$ cat src/rtl/wrlvl_ctrl.sv
module wrlvl_ctrl #(
  parameter int LANES = 8,
  parameter int STEPS = 64,
  parameter int VOTES = 3,
  parameter int MRW   = 13
)(
  input  logic                              clk,
  input  logic                              rst_n,
  input  logic                              start,
  input  logic [7:0]                        settle_cycles,
  input  logic [MRW-1:0]                    mr1_base,
  output logic                              mr_wr,
  output logic [2:0]                        mr_reg,
  output logic [MRW-1:0]                    mr_val,
  output logic                              strb_pulse,
  input  logic [LANES-1:0]                  lvl_fb,
  output logic [LANES*$clog2(STEPS)-1:0]    dly,
  output logic [LANES-1:0]                  lane_fail,
  output logic                              done
);
  localparam int DW  = $clog2(STEPS);
  localparam int VW  = $clog2(VOTES + 1);
  localparam int QTR = STEPS / 2;
  localparam logic [DW:0] MAXC = {1'b0, {DW{1'b1}}};
  localparam logic [MRW-1:0] LVL_BIT = MRW'(1) << 7;

  typedef enum logic [2:0] {IDLE, MRON, SETTLE, PULSE, SAMP, EVAL, MROFF, FIN} st_t;

  st_t           st;
  logic [DW-1:0] step;
  logic [7:0]    wcnt;
  logic [VW-1:0] vcnt;
  logic [LANES-1:0] vote, hit;

  wire          idle_or_fin = (st == IDLE) || (st == FIN);
  wire          busy  = !idle_or_fin;
  wire          go    = idle_or_fin && start;
  wire          last  = step == DW'(STEPS - 1);
  wire [DW:0]   sum   = {1'b0, step} + (DW+1)'(QTR);
  wire [DW-1:0] tgt   = (sum > MAXC) ? {DW{1'b1}} : sum[DW-1:0];

  assign mr_wr      = (st == MRON) || (st == MROFF);
  assign mr_reg     = 3'd1;
  assign mr_val     = (st == MRON) ? (mr1_base | LVL_BIT) : (mr1_base & ~LVL_BIT);
  assign strb_pulse = st == PULSE;
  assign done       = st == FIN;

  always_ff @(posedge clk or negedge rst_n) begin
    if (!rst_n) begin
      st <= IDLE; step <= '0; wcnt <= '0; vcnt <= '0;
    end else begin
      case (st)
        IDLE, FIN: if (start) begin st <= MRON; step <= '0; vcnt <= '0; end
        MRON:   begin wcnt <= settle_cycles; st <= SETTLE; end
        SETTLE: if (wcnt == 8'd0) st <= PULSE; else wcnt <= wcnt - 8'd1;
        PULSE:  st <= SAMP;
        SAMP: begin
          if (vcnt == VW'(VOTES - 1)) begin vcnt <= '0; st <= EVAL; end
          else begin vcnt <= vcnt + VW'(1); st <= PULSE; end
        end
        EVAL: begin
          if (last) st <= MROFF;
          else begin step <= step + DW'(1); wcnt <= settle_cycles; st <= SETTLE; end
        end
        MROFF:  st <= FIN;
        default: st <= IDLE;
      endcase
    end
  end

  for (genvar l = 0; l < LANES; l++) begin : g_lane
    logic [VW-1:0] ones;
    logic          prev, found, fail;
    logic [DW-1:0] res;

    assign vote[l] = ones > VW'(VOTES / 2);
    assign hit[l]  = vote[l] && !prev && !found;
    assign dly[l*DW +: DW] = busy ? step : res;
    assign lane_fail[l] = fail;

    always_ff @(posedge clk or negedge rst_n) begin
      if (!rst_n) begin
        ones <= '0; prev <= 1'b1; found <= 1'b0; fail <= 1'b0; res <= '0;
      end else if (go) begin
        ones <= '0; prev <= 1'b1; found <= 1'b0; fail <= 1'b0; res <= '0;
      end else if (st == SAMP) begin
        ones <= ones + VW'(lvl_fb[l]);
      end else if (st == EVAL) begin
        ones <= '0;
        prev <= vote[l];
        if (hit[l]) begin found <= 1'b1; res <= tgt; end
        if (last) fail <= !(found || hit[l]);
      end
    end
  end
endmodule


$ cat config.mk
export PLATFORM = sky130hd
export DESIGN_NAME = wrlvl_ctrl
export DESIGN_NICKNAME = d
export VERILOG_FILES = /design/src/rtl/wrlvl_ctrl.sv
export SDC_FILE = /design/constraint.sdc
export NUM_CORES = 1
export LEC_CHECK = 0
export ABC_CLOCK_PERIOD_IN_PS = 1810
export BUFFER_PORTS_ARGS = -buffer_cell sky130_fd_sc_hd__buf_2
export CORE_MARGIN = 2
export CORE_UTILIZATION = 50
export CTS_CLUSTER_SIZE = 16
export DETAILED_ROUTE_END_ITERATION = 6
export GPL_TIMING_DRIVEN = 0
export PLACE_DENSITY = 0.75
export REMOVE_ABC_BUFFERS = 1
export SLEW_MARGIN = 20
export SYNTH_ARGS = -nofsm -noshare
export SYNTH_HDL_FRONTEND = slang
export SYNTH_SLANG_ARGS = --single-unit
$ cat constraint.sdc
create_clock -name clk -period 1.81 [get_ports clk]
set_input_delay 0.0905 -clock clk [delete_from_list [all_inputs] [get_ports clk]]
set_output_delay 0.0905 -clock clk [all_outputs]
set_load 0.02 [all_outputs]
==> results.sh <==
export IMPL_violations="DRC, hold timing, setup timing"
export IMPL_crit_arrival_ns=2.05
export IMPL_max_cap_violations=0
export IMPL_layout_commonest_cell="dfrtp_1"
export IMPL_diodes=0
export IMPL_drc_errors=1
export IMPL_worst_hold_path_type="primary input to flop"
export IMPL_relSlewSlack_pct=56.1
export IMPL_use_met3_pct=5.36
export IMPL_min_from="settle_cycles[2]"
export IMPL_syn_inst=515
export IMPL_yosysTopAreaCellShare_pct=45.4
export IMPL_area_growth_pct=38.0
export IMPL_crit_path_max_fanout=9
export IMPL_die_w_um=108
export IMPL_grt_overflow_total=0
export IMPL_critical_path_class="flop to output port"
export IMPL_grt_use_met2_pct=41.5
export IMPL_cts_buffers_inserted=9
export IMPL_pre_cts_ws_ns=-0.984
export IMPL_status="complete, but fails checks"
export IMPL_synth_edf_count=0
export IMPL_synth_ff_type="dfrtp_1"
export IMPL_max_freq_ghz=0.468
export IMPL_grt_max_degree=69
export IMPL_finalSetupTns_ns=-23.34
export IMPL_power_density_nw_per_um2=1600
export IMPL_clk_pin_slew_worst_paths_ns=0.11
export IMPL_core_area_um2=10700
export IMPL_synth_area_per_cell_um2=10.6
export IMPL_ys_async_sr_fraction_pct=100
export IMPL_crit_required_ns=1.72
export IMPL_h_tree_depth=3
export IMPL_synth_seq_cells=107
export IMPL_clk_latency_ns=0.40
export IMPL_cp_end_kind="output port"
export IMPL_drt_total_wl_mm=17.2
export IMPL_crit_path_start="st[2]"
export IMPL_grt_usage_pct=24.9
export IMPL_grt_pass1_vias=4346
export IMPL_reg2reg_from="st[1]"
export IMPL_vias_per_cell=6.16
export IMPL_gp_congestion=0.866
export IMPL_clock_sinks=107
export IMPL_dpl_hpwl_mm=8.33
export IMPL_portBuffers=78
export IMPL_hold_viol=1
export IMPL_start_util_pct=50.7
export IMPL_hold_slack_ns=-0.0103
export IMPL_finClkSkew_ns=0.0123
export IMPL_tightest_slew_ns=0.658
export IMPL_grt_first_pass_wirelength_mm=22.5
export IMPL_cts_root_buffer="clkbuf_8"
export IMPL_rsz0062_at_grt="yes"
export IMPL_gr_usage_met1_pct=32.5
export IMPL_vias=4766
export IMPL_num_rows=38
export IMPL_fin_crit_sh_pct=118
export IMPL_clk_path_buf_depth=2
export IMPL_period_minus_slack_ns=2.14
export IMPL_ys_warn_count=0
export IMPL_wire_per_inst_um=22.2
export IMPL_cts_tree="yes"
export IMPL_nNetsFinal=672
export IMPL_netlist_area_um2=5450
export IMPL_antenna_found_initial=0
export IMPL_die_area_um2=11800
export IMPL_io_pins=107
export IMPL_first_iter_violations=484
export IMPL_setup_slack_ns=-0.326
export IMPL_ant_nets=0
export IMPL_final_cell_mix="dfrtp_1 (94), buf_6 (51), a21o_1 (48)"
export IMPL_grt_busiest_layer="met2"
export IMPL_finalMaxSlewViolations=0
export IMPL_start_kind="flop"
export IMPL_first_pass_iters=7
export IMPL_peakVddDrop_v=0.000801
export IMPL_die_h_um=108
export IMPL_ys_seq_area_share_pct=49.3
export IMPL_drive_above_1_share_pct=44.2
export IMPL_leakagePower_nw=4.05
export IMPL_yosysUniqueCellTypes=57
export IMPL_yosysTopAreaCell="dfrtp_1"
export IMPL_synth_area_leaders="dfrtp_1 (45%), mux2_2 (8.9%), a21o_1 (6.6%)"
export IMPL_final_setup_viol_count=128
==> path summary, 6_finish.rpt <==
check	to	slack, ns	cells past startpoint
max reg2reg	step[5]	-0.24	7
max	dly[7]	-0.33	7
min in group asynchronous	g_lane[4].ones[1]	0.16	2
min reg2reg	g_lane[5].res[5]	0.51	2
max in group asynchronous	g_lane[4].prev	0.96	3
min	wcnt[2]	-0.01	3
==> metrics by stage <==
step           area (µm²)  hold WS (ns)  std cells  total power [mW]  utilization [%]
2_1_floorplan        5140        -0.205        461              6.24                -
3_3_place_gp         5700         0.181        679              7.17             53.1
3_5_place_dp         5770        0.0294        682              7.45             53.7
4_1_cts              6650      0.000920        735              10.4             61.9
5_1_grt              7520        0.0173        774              12.5             70.0
6_report             7520       -0.0103        774              12.0             70.0
==> per-layer routing <==
metal  vias to the layer above  share of wire, %
met4                         0               3.9
met3                        53               6.6
li1                       2041                 -
met1                      2421                40
met2                       251                50
met5                         -                 0
==> power by group <==
part,total [mW],internal (mW),switching [mW]
sequential,3.80,3.16,0.644
combinational,6.51,3.29,3.22
clock,1.71,0.817,0.888
total,12.0,7.26,4.76
==> area by class of cell <==
cell class              count  area (µm²)
clock buffers              10         138
clock inverters             6        88.8
fillers                   676        3220
inverters                  21        78.8
multi-input cells         336        2900
flip-flops and latches    107        2690
well taps                 140         175
repair buffers            154        1450
==> kinds of logic (layout without fill, tap and decap cells) <==
logic type | Yosys count | count (layout) | synth area share (%)
compound gates | 137 | 139 | 18.5
xor+xnor | 1 | 1 | 0.161
fa+ha+maj | 11 | 11 | 2.52
buf+inv | 76 | 191 | 7.30
flops | 107 | 107 | 49.3
mux | 45 | 45 | 9.25
other cells | 2 | 3 | 0.138
simple gates | 136 | 137 | 12.8
==> synthesized netlist by cell type (4+ instances only) <==
cell	n
dfrtp_1	99
and3b_1	7
nor3_1	5
mux2_2	43
nand4_1	11
nor2b_1	13
a21oi_1	14
dfstp_2	8
and2_1	6
a221o_1	7
a211oi_1	4
inv_1	21
buf_1	4
clkbuf_1	13
o31ai_1	4
buf_4	26
nand2_1	44
o21ai_0	14
ha_1	11
a31oi_1	10
a21o_1	48
nand3_1	4
nor2_1	31
buf_2	11
a22o_1	10
a211o_1	8
==> flip-flops by register name (all words and copies together), names as in the netlist <==
signal        count
g_lane.res       48
g_lane.prev       8
g_lane.found      8
st                3
vcnt              2
g_lane.ones      16
wcnt              8
step              6
g_lane.fail       8
==> worst max-delay path, stage by stage (launching register included) <==
cell and delay (ns):
dfrtp_2 0.45, buf_6 0.13, nor3_4 0.25, or2_4 0.26, buf_12 0.13, buf_12 0.12
a21o_1 0.17, buf_6 0.13
==> what timing repair did <==
item / CTS / global route
endpoints found under the hold margin: 40 / 0
setup buffers: 31 / 42
pin swaps: 20 / 51
resized for setup: 83 / 144
cloned: 4 / 3
endpoints found under the setup margin: 153 / 127
hold buffers: 2 / 0
(Power assumes the default switching activity.)
